--- config.mk ---
export PLATFORM = sky130hd
export DESIGN_NAME = soft_start_ramp
export DESIGN_NICKNAME = d
export VERILOG_FILES = /design/src/rtl/ss_ramp_pkg.sv /design/src/rtl/ss_trigger.sv /design/src/rtl/ss_counter.sv /design/src/rtl/ss_ref_select.sv /design/src/rtl/soft_start_ramp.sv
export SDC_FILE = /design/constraint.sdc
export NUM_CORES = 1
export LEC_CHECK = 0
export ABC_AREA = 1
export CAP_MARGIN = 25
export CORE_ASPECT_RATIO = 0.8
export CORE_MARGIN = 10
export CORE_UTILIZATION = 47
export CTS_CLUSTER_DIAMETER = 100
export DETAILED_ROUTE_END_ITERATION = 12
export PLACE_DENSITY_LB_ADDON = 0.25
export SLEW_MARGIN = 20
export SYNTH_ARGS = -nofsm -noshare
export SYNTH_HDL_FRONTEND = slang
export SYNTH_HIERARCHICAL = 1
export SYNTH_SLANG_ARGS = --single-unit
--- constraint.sdc ---
create_clock -name clk -period 2.6 [get_ports clk]
set_input_delay 0.39 -clock clk [delete_from_list [all_inputs] [get_ports clk]]
set_output_delay 0.39 -clock clk [all_outputs]
set_load 0.02 [all_outputs]
--- src/rtl/ss_ramp_pkg.sv ---
package ss_ramp_pkg;

  typedef enum logic [1:0] {
    SEL_LOW   = 2'b00,
    SEL_FLOAT = 2'b01,
    SEL_HIGH  = 2'b10,
    SEL_ALT   = 2'b11
  } ss_sel_e;

  // Rounded code for a millivolt level on a full scale of (2^code_w - 1).
  function automatic int fixed_code(int code_w, int ref_mv, int fs_mv);
    return (ref_mv * ((1 << code_w) - 1) + fs_mv / 2) / fs_mv;
  endfunction

  // Strap value 11 has no own speed; fold it onto the floating setting.
  function automatic ss_sel_e norm_sel(logic [1:0] raw);
    return (raw == 2'b11) ? SEL_FLOAT : ss_sel_e'(raw);
  endfunction

  function automatic int max3(int a, int b, int c);
    int m;
    m = (a > b) ? a : b;
    return (m > c) ? m : c;
  endfunction

endpackage

--- src/rtl/ss_trigger.sv ---
module ss_trigger (
  input  logic clk,
  input  logic rst_n,
  input  logic en,
  input  logic uv_ok,
  input  logic restart_req,
  output logic run,
  output logic start
);
  logic run_q;

  assign run   = en & uv_ok;
  assign start = run & (~run_q | restart_req);

  always_ff @(posedge clk or negedge rst_n) begin
    if (!rst_n) run_q <= 1'b0;
    else        run_q <= run;
  end

  // a start is only ever issued while both qualifiers are high
  p_start_needs_run_r7: assert property (@(posedge clk) disable iff (!rst_n)
    start |-> (en && uv_ok));

endmodule

--- src/rtl/ss_counter.sv ---
module ss_counter
  import ss_ramp_pkg::*;
#(
  parameter int CODE_W   = 12,
  parameter int CNT_W    = 12,
  parameter int SH_LOW   = 1,
  parameter int SH_FLOAT = 2,
  parameter int SH_HIGH  = 3,
  parameter int FIXED    = 2420
) (
  input  logic              clk,
  input  logic              rst_n,
  input  logic              run,
  input  logic              start,
  input  logic              osc_tick,
  input  logic [1:0]        ss_sel,
  output logic [CODE_W-1:0] ramp,
  output logic              done
);
  localparam int EXT_W = CODE_W + CNT_W;
  localparam logic [CODE_W-1:0] FULL  = '1;
  localparam logic [CODE_W-1:0] FIX_C = CODE_W'(FIXED);

  ss_sel_e          sel_q;
  logic [CNT_W-1:0] cnt;
  logic             advance;
  logic             cross_next;

  function automatic int shift_of(ss_sel_e s);
    case (s)
      SEL_LOW:  return SH_LOW;
      SEL_HIGH: return SH_HIGH;
      default:  return SH_FLOAT;
    endcase
  endfunction

  function automatic logic [CODE_W-1:0] ramp_of(logic [CNT_W-1:0] c, ss_sel_e s);
    logic [EXT_W-1:0] wide;
    wide = EXT_W'(c) << shift_of(s);
    return (wide > EXT_W'(FULL)) ? FULL : wide[CODE_W-1:0];
  endfunction

  assign ramp       = ramp_of(cnt, sel_q);
  assign advance    = run & ~start & osc_tick & ~done;
  assign cross_next = ramp_of(cnt + CNT_W'(1), sel_q) > FIX_C;

  always_ff @(posedge clk or negedge rst_n) begin
    if (!rst_n) begin
      cnt   <= '0;
      done  <= 1'b0;
      sel_q <= SEL_FLOAT;
    end else if (!run) begin
      cnt  <= '0;
      done <= 1'b0;
    end else if (start) begin
      cnt   <= '0;
      done  <= 1'b0;
      sel_q <= norm_sel(ss_sel);
    end else if (advance) begin
      cnt  <= cnt + CNT_W'(1);
      done <= cross_next;
    end
  end

  // each qualified tick moves the count by exactly one
  p_one_step_r2: assert property (@(posedge clk) disable iff (!rst_n)
    (run && !start && osc_tick && !done) |=> (cnt == $past(cnt) + CNT_W'(1)));
  // without a tick the ramp state holds
  p_idle_hold_r6: assert property (@(posedge clk) disable iff (!rst_n)
    (run && !start && !osc_tick) |=> ($stable(cnt) && $stable(done)));
  // handover is sticky while running
  p_done_sticky_r5: assert property (@(posedge clk) disable iff (!rst_n)
    (done && run && !start) |=> (done && $stable(cnt)));
  // dropping out clears the ramp
  p_stop_clears_r7: assert property (@(posedge clk) disable iff (!rst_n)
    !run |=> (cnt == '0 && !done));
  // a start always lands on zero
  p_start_zero_r8: assert property (@(posedge clk) disable iff (!rst_n)
    start |=> (cnt == '0 && !done));
  // the strap is frozen between starts
  p_sel_frozen_r9: assert property (@(posedge clk) disable iff (!rst_n)
    (run && !start) |=> $stable(sel_q));

endmodule

--- src/rtl/ss_ref_select.sv ---
module ss_ref_select #(
  parameter int CODE_W = 12,
  parameter int FIXED  = 2420
) (
  input  logic              clk,
  input  logic              rst_n,
  input  logic [CODE_W-1:0] ramp,
  input  logic              done,
  output logic [CODE_W-1:0] ref_code,
  output logic              ss_busy
);
  localparam logic [CODE_W-1:0] FIX_C = CODE_W'(FIXED);

  assign ref_code = done ? FIX_C : ramp;
  assign ss_busy  = ~done;

  // the counter never presents a ramp past the crossover while still ramping
  p_ramp_below_fixed_r4: assert property (@(posedge clk) disable iff (!rst_n)
    !done |-> (ramp <= FIX_C));
  // the ramp only rises toward the crossover, it never jumps over it
  p_handover_adjacent_r4: assert property (@(posedge clk) disable iff (!rst_n)
    $rose(done) |-> ($past(ramp) <= FIX_C));

endmodule

--- src/rtl/soft_start_ramp.sv ---
module soft_start_ramp
  import ss_ramp_pkg::*;
#(
  parameter int CODE_W      = 12,
  parameter int REF_MV      = 591,
  parameter int FS_MV       = 1000,
  parameter int LOG_N_LOW   = 11,
  parameter int LOG_N_FLOAT = 10,
  parameter int LOG_N_HIGH  = 9
) (
  input  logic              clk,
  input  logic              rst_n,
  input  logic              en,
  input  logic              uv_ok,
  input  logic              restart_req,
  input  logic              osc_tick,
  input  logic [1:0]        ss_sel,
  output logic [CODE_W-1:0] ref_code,
  output logic              ss_busy
);
  localparam int FIXED = fixed_code(CODE_W, REF_MV, FS_MV);
  localparam int CNT_W = max3(LOG_N_LOW, LOG_N_FLOAT, LOG_N_HIGH) + 1;

  logic              run;
  logic              start;
  logic [CODE_W-1:0] ramp;
  logic              done;

  ss_trigger u_trig (
    .clk(clk), .rst_n(rst_n), .en(en), .uv_ok(uv_ok),
    .restart_req(restart_req), .run(run), .start(start)
  );

  ss_counter #(
    .CODE_W(CODE_W), .CNT_W(CNT_W),
    .SH_LOW(CODE_W - LOG_N_LOW), .SH_FLOAT(CODE_W - LOG_N_FLOAT),
    .SH_HIGH(CODE_W - LOG_N_HIGH), .FIXED(FIXED)
  ) u_cnt (
    .clk(clk), .rst_n(rst_n), .run(run), .start(start),
    .osc_tick(osc_tick), .ss_sel(ss_sel), .ramp(ramp), .done(done)
  );

  ss_ref_select #(.CODE_W(CODE_W), .FIXED(FIXED)) u_sel (
    .clk(clk), .rst_n(rst_n), .ramp(ramp), .done(done),
    .ref_code(ref_code), .ss_busy(ss_busy)
  );

  // out of reset the block reports soft-start in progress at zero
  p_reset_state_r1: assert property (@(posedge clk) disable iff (!rst_n)
    $rose(rst_n) |-> (ref_code == '0 && ss_busy));
  // busy only drops onto the fixed code
  p_fall_on_fixed_r4: assert property (@(posedge clk) disable iff (!rst_n)
    $fell(ss_busy) |-> (ref_code == CODE_W'(FIXED)));

endmodule

# Yosys cells after proc, flatten, opt, wreduce, memory -nomap -nowiden
# Cells that the tools add are included.
[op_classes]
magnitude_cmp = 3
div = 0
muxes = 11
shift = 2
multipliers = 0
addsub = 1
n_bitwise = 9
n_reduce_logical = 2
n_eq_ne = 3
[op_table]
columns = ["operator", "count"]
rows = [
  ["two-way mux 12 bit", 6],
  ["> comparator 24 x 12 -> 1 bit, second input constant", 2],
  ["<< shifter 12 x 2 -> 24 bit", 2],
  ["adder 12 x 1 -> 12 bit, second input constant", 1],
  ["> comparator 12 bit, second input constant", 1],
  ["bitwise AND 1 bit", 5],
  ["equality test 2 bit, second input constant", 2],
  ["case mux 2 bit (2 select lines)", 1],
  ["two-way mux 1 bit", 3],
  ["inequality test 3 bit, second input constant", 1],
  ["NOT 1 bit", 3],
  ["zero test 2 bit", 1],
  ["two-way mux 2 bit", 1],
  ["AND reduction 2 bit", 1],
  ["bitwise OR 1 bit", 1],
]
[word_totals]
mem_count = 0
mem_bits_rw = 0
in_bits = 8
romBits = 0
output_inout_bits = 13
ff_bits = 16
wordCells = 35
latch_bits = 0

# Logic depth before layout (Yosys ltp)
# Gate-level depths: netlist of the first run.
[depth]
ltp_word = 10
depth_mapped = 16
depth_no_buf = 16

# Hierarchy
# Netlist of the first run, hierarchy kept.
[modules_own_cells]
columns = ["module", "cells_each", "instances", "seq_area_each_um2", "area_each_um2"]
rows = [
  ["ss_counter", 187, 1, 376.6, 1231.2],
  ["ss_ref_select", 25, 1, 0.0, 93.8],
  ["ss_trigger", 5, 1, 25.0, 45.0],
]

# Worst setup path before layout of the first run
# OpenSTA, ideal clock, no wires.
[synth_timing]
path_kind = "flip-flop to output port"
start = "register u_cnt.sel_q[0]"
end = "output ref_code[4]"
setup_slack_ns = 0.586
n_path_buf = 3
t_arrival_ns = 1.624
required_ns = 2.210
stages_incl_launch_ff = 10
cell_sequence = "dfstp_2 > buf_4 > nor2_4 > buf_2 > a21oi_1 > a211oi_1 > buf_2 > o2111ai_1 > inv_1 > nand2_1"
[synth_via]
elab_chain_cells = 6
elab_cells_between_ends = 7
classes_between = "1 x order compare; 1 x eq/ne; 1 x shift; 3 x mux; 1 x reduce/logical"
[synth_rtl]
columns = ["item", "line_no", "rtl"]
rows = [
  ["start: declaration", "ss_counter.sv:24", "ss_sel_e sel_q;"],
  ["start signal: assignment", "ss_counter.sv:58", "sel_q <= norm_sel(ss_sel);"],
  ["equality test 2 bit / zero test 2 bit (equally long branches)", "ss_counter.sv:30", "case (s)"],
  ["case mux 2 bit (2 select lines) *", "ss_counter.sv:30", ""],
  ["<< shifter 12 x 2 -> 24 bit *", "ss_counter.sv:39", "wide = EXT_W'(c) << shift_of(s);"],
  ["> comparator 24 x 12 -> 1 bit", "ss_counter.sv:40", "return (wide > EXT_W'(FULL)) ? FULL : wide[CODE_W-1:0];"],
  ["two-way mux 12 bit *", "ss_counter.sv:40", ""],
  ["via ramp[4]", "soft_start_ramp.sv:26", "logic [CODE_W-1:0] ramp;"],
  ["two-way mux 12 bit *", "ss_ref_select.sv:14", "assign ref_code = done ? FIX_C : ramp;"],
  ["end: declaration", "soft_start_ramp.sv:18", "output logic [CODE_W-1:0] ref_code,"],
]
# The timed path passes the listed nets; every way through them passes the cells marked *.

# Worst setup path in the final report of the first run
[layout_timing]
start = "register u_cnt.sel_q[0]"
end = "output ref_code[5]"
# The elaborated chain is that of the path after synthesis.

==> run metrics, run 1 <==
H-tree levels 1; Synth top cells by count nand2_1, inv_1, nor2_1, nand3_1, dfrtp_1; initial antenna violation count 0; CP peak stage delay around 0.64 ns; fillcell total 274; Reg2Reg Depth 11; worst-path maximum fanout 8; Synth Register Bits 16; maximum VDD drop 209 uV; overall die width between 80 and 90 um; gpl congestion slightly below 1; placed cell areas approximately 1600 sq um; EDFF count, synth 0; Clock Sinks 16; Leak roughly 0.86 nW; Die Y around 68 um; max-capacitance violation count 0; max_slew headroom 0.515; syn avg cell area between 6 and 7 sq um; Design Area, Final 1690 sq um; DP HPWL approximately 2800 um; post-CTS setup buffer count 0; register area share after synthesis 0.293; Post-Syn Instances around 220; CTS root buf clkbuf_4; fmax around 410 MHz; Final setup viols 0; Synth Net Count between 200 and 250; DRC 0; share of the synthesized area in the top cell type 0.274; Largest delay share family, worst path flip-flops; clock-pin slew on the worst setup and hold paths approximately 0.10 ns; Diodes inserted 0; global-route wire length before repair 6400 um; Crit-path slowest cell dfstp_2; WP buf/inv 3; Worst Path Arrival 2.07 ns; fin nets about 250; Area Overhead vs Synth 23.4%; Mapped Area between 1000 and 1500 sq um; RSZ-0062 raised after global routing no; HP Class input port to async pin; worst path required time between 2 and 2.5 ns; Tmin final between 2 and 2.5 ns; share of layout cells above drive strength 1 0.140; Placeable Area roughly 2800 sq um; critical path depth 7; Synth Flop Type dfrtp_1; top-count cell post-synth nand2_1; PostCTS Resize Cnt 11; num ports 21; Pre-Repair DR Iteration Count 4; die area between 5000 and 6000 sq um; Netlist cell types 31; final hold violation count 0; Final Max Slew Viols 0; worst-margin pin slew between 0.7 and 0.8 ns; worst skew pair latency 0.29 ns; Overflow after GRT 0; number of synthesis warnings 6; GRT Total Usage 0.141; crit path kind flip-flop to output port; row cnt 17; Worst Skew between 0.001 and 0.0015 ns; crit path cell chain nor2_2, a211oi_2, buf_4, o2111ai_1, inv_1, nand2_1, dlygate4sd2_1; ys async rst share 1.00; top cells by area, synth dfrtp_1, nand2_1, inv_1; clock buffer depth 2; vias per inst between 5 and 6; vias in the first global route around 1400; total detailed-routing wirelength approximately 3700 um; largest net degree at the start of global routing 17; total number of vias 1489; Initial Utilization 0.495; initial detailed-routing violation count 111; number of port buffers 20; Final ANT Viol Nets 0; CP startpoint kind flip-flop; crit path capture type output port; WL/cell between 10 and 15 um; final worst-path cycle share 0.945; run status finished clean; CTS tree done; TritonCTS Buffers 3; largest area contributor in the netlist dfrtp_1; cts hold-fix bufs 0; final setup TNS 0 ns; PD cells ~340 nW/um^2
## through the flow
step	hold slack [ns]	util	setup WS, ns	total power, mW	instances
2_1_floorplan	0.0944	-	0.586	0.364	217
3_3_place_gp	0.575	0.595	0.216	0.408	277
3_5_place_dp	0.568	0.595	0.159	0.409	277
4_1_cts	0.551	0.607	0.00620	0.579	281
5_1_grt	0.596	0.611	0.0185	0.612	281
6_report	0.524	0.611	0.143	0.580	281
## cells in the final DEF (no fill, tap or decap), types with 2 or more instances in the layout
master / n
a21oi_1: 5
a21oi_2: 2
buf_4: 7
clkbuf_4: 3
clkdlybuf4s50_1: 8
clkinvlp_4: 2
dfrtp_1: 15
dlygate4sd2_1: 9
dlymetal6s2s_1: 3
inv_1: 35
inv_2: 4
nand2_1: 64
nand2_2: 3
nand3_1: 16
nand3_2: 2
nor2_1: 18
nor2_2: 5
o2111ai_1: 8
o21ai_0: 9
o21ai_1: 2
o22ai_1: 8
xor2_1: 2
## registers in the layout, summed over array words and instances, names as in the netlist
register	count
u_cnt/sel_q	2
u_trig/run_q	1
u_cnt/cnt	12
u_cnt/done	1
## final timing paths
| path | startpoint | endpoint | slack (ns) |
|---|---|---|---|
| setup / recovery | u_cnt/sel_q[0] | ref_code[5] | 0.14 |
| hold / removal | rst_n | u_cnt/cnt[0] | 0.52 |
| setup reg to reg | u_cnt/cnt[1] | u_cnt/done | 0.57 |
| hold reg to reg | u_trig/run_q | u_cnt/sel_q[0] | 0.60 |
| max in group asynchronous | rst_n | u_cnt/cnt[6] | 1.62 |
| min in group clk | u_trig/run_q | u_cnt/sel_q[0] | 0.60 |
## logic make-up after synthesis
logic type / synth area share
flip-flops: 0.293
adder cells (fa/ha/maj): 0.00913
buffers and inverters: 0.131
XOR/XNOR: 0.0128
AO/OA/AOI/OAI: 0.203
AND/OR/NAND/NOR: 0.352
## worst reg2reg max path: stages (launching register included)
cell	delay (ns)
dfrtp_1	0.47
ha_1	0.22
nand2_2	0.10
nor2_1	0.19
nand3_1	0.12
nor2_1	0.15
xor2_1	0.27
o211ai_1	0.13
nand2_1	0.09
nand2_1	0.06
nand2_1	0.08
a21oi_2	0.05
## report_power, final
part | leakage [nW] | switching (mW) | total, mW | internal, mW
clock network | 0.0210 | 0.0850 | 0.170 | 0.0852
registers | 0.218 | 0.0144 | 0.273 | 0.259
logic | 0.618 | 0.0879 | 0.137 | 0.0490
## per-layer routing
metal | global-route usage | up-vias | share of wire
met2 | 0.235 | 50 | 0.44
met1 | 0.178 | 678 | 0.46
li1 | - | 759 | -
met5 | 0 | - | 0
met3 | 0.0393 | 2 | 0.090
met4 | 0.0285 | 0 | 0.0024
## cell type report
| class | instances | area [sq um] | share of cell area |
|---|---|---|---|
| Sequential cell | 16 | 402 | 0.238 |
| Inverter | 41 | 161 | 0.0955 |
| Multi-Input combinational cell | 155 | 795 | 0.470 |
| Timing Repair Buffer | 27 | 249 | 0.147 |
| Clock buffer | 4 | 36.3 | 0.0215 |
| Tap cell | 38 | 47.5 | 0.0281 |
Power figures use the tool's default switching activity.
==> run 2: changes to the inputs <==
--- a/config.mk
+++ b/config.mk
@@ -6,14 +6,13 @@
 export NUM_CORES = 1
 export LEC_CHECK = 0
 export ABC_AREA = 1
-export CAP_MARGIN = 25
+export CAP_MARGIN = 20
 export CORE_ASPECT_RATIO = 0.8
 export CORE_MARGIN = 10
 export CORE_UTILIZATION = 47
 export CTS_CLUSTER_DIAMETER = 100
 export DETAILED_ROUTE_END_ITERATION = 12
 export PLACE_DENSITY_LB_ADDON = 0.25
-export SLEW_MARGIN = 20
 export SYNTH_ARGS = -nofsm -noshare
 export SYNTH_HDL_FRONTEND = slang
 export SYNTH_HIERARCHICAL = 1
==> results of run 2 <==
No change in the layout: final DEF, timing and power equal those of run 1.
==> run 3: changes to the inputs <==
--- a/config.mk
+++ b/config.mk
@@ -10,9 +10,9 @@
 export CORE_ASPECT_RATIO = 0.8
 export CORE_MARGIN = 10
 export CORE_UTILIZATION = 47
-export CTS_CLUSTER_DIAMETER = 100
 export DETAILED_ROUTE_END_ITERATION = 12
 export PLACE_DENSITY_LB_ADDON = 0.25
+export SLEW_MARGIN = 25
 export SYNTH_ARGS = -nofsm -noshare
 export SYNTH_HDL_FRONTEND = slang
 export SYNTH_HIERARCHICAL = 1
==> results of run 3 <==
No change in the layout: final DEF, timing and power equal those of run 1.
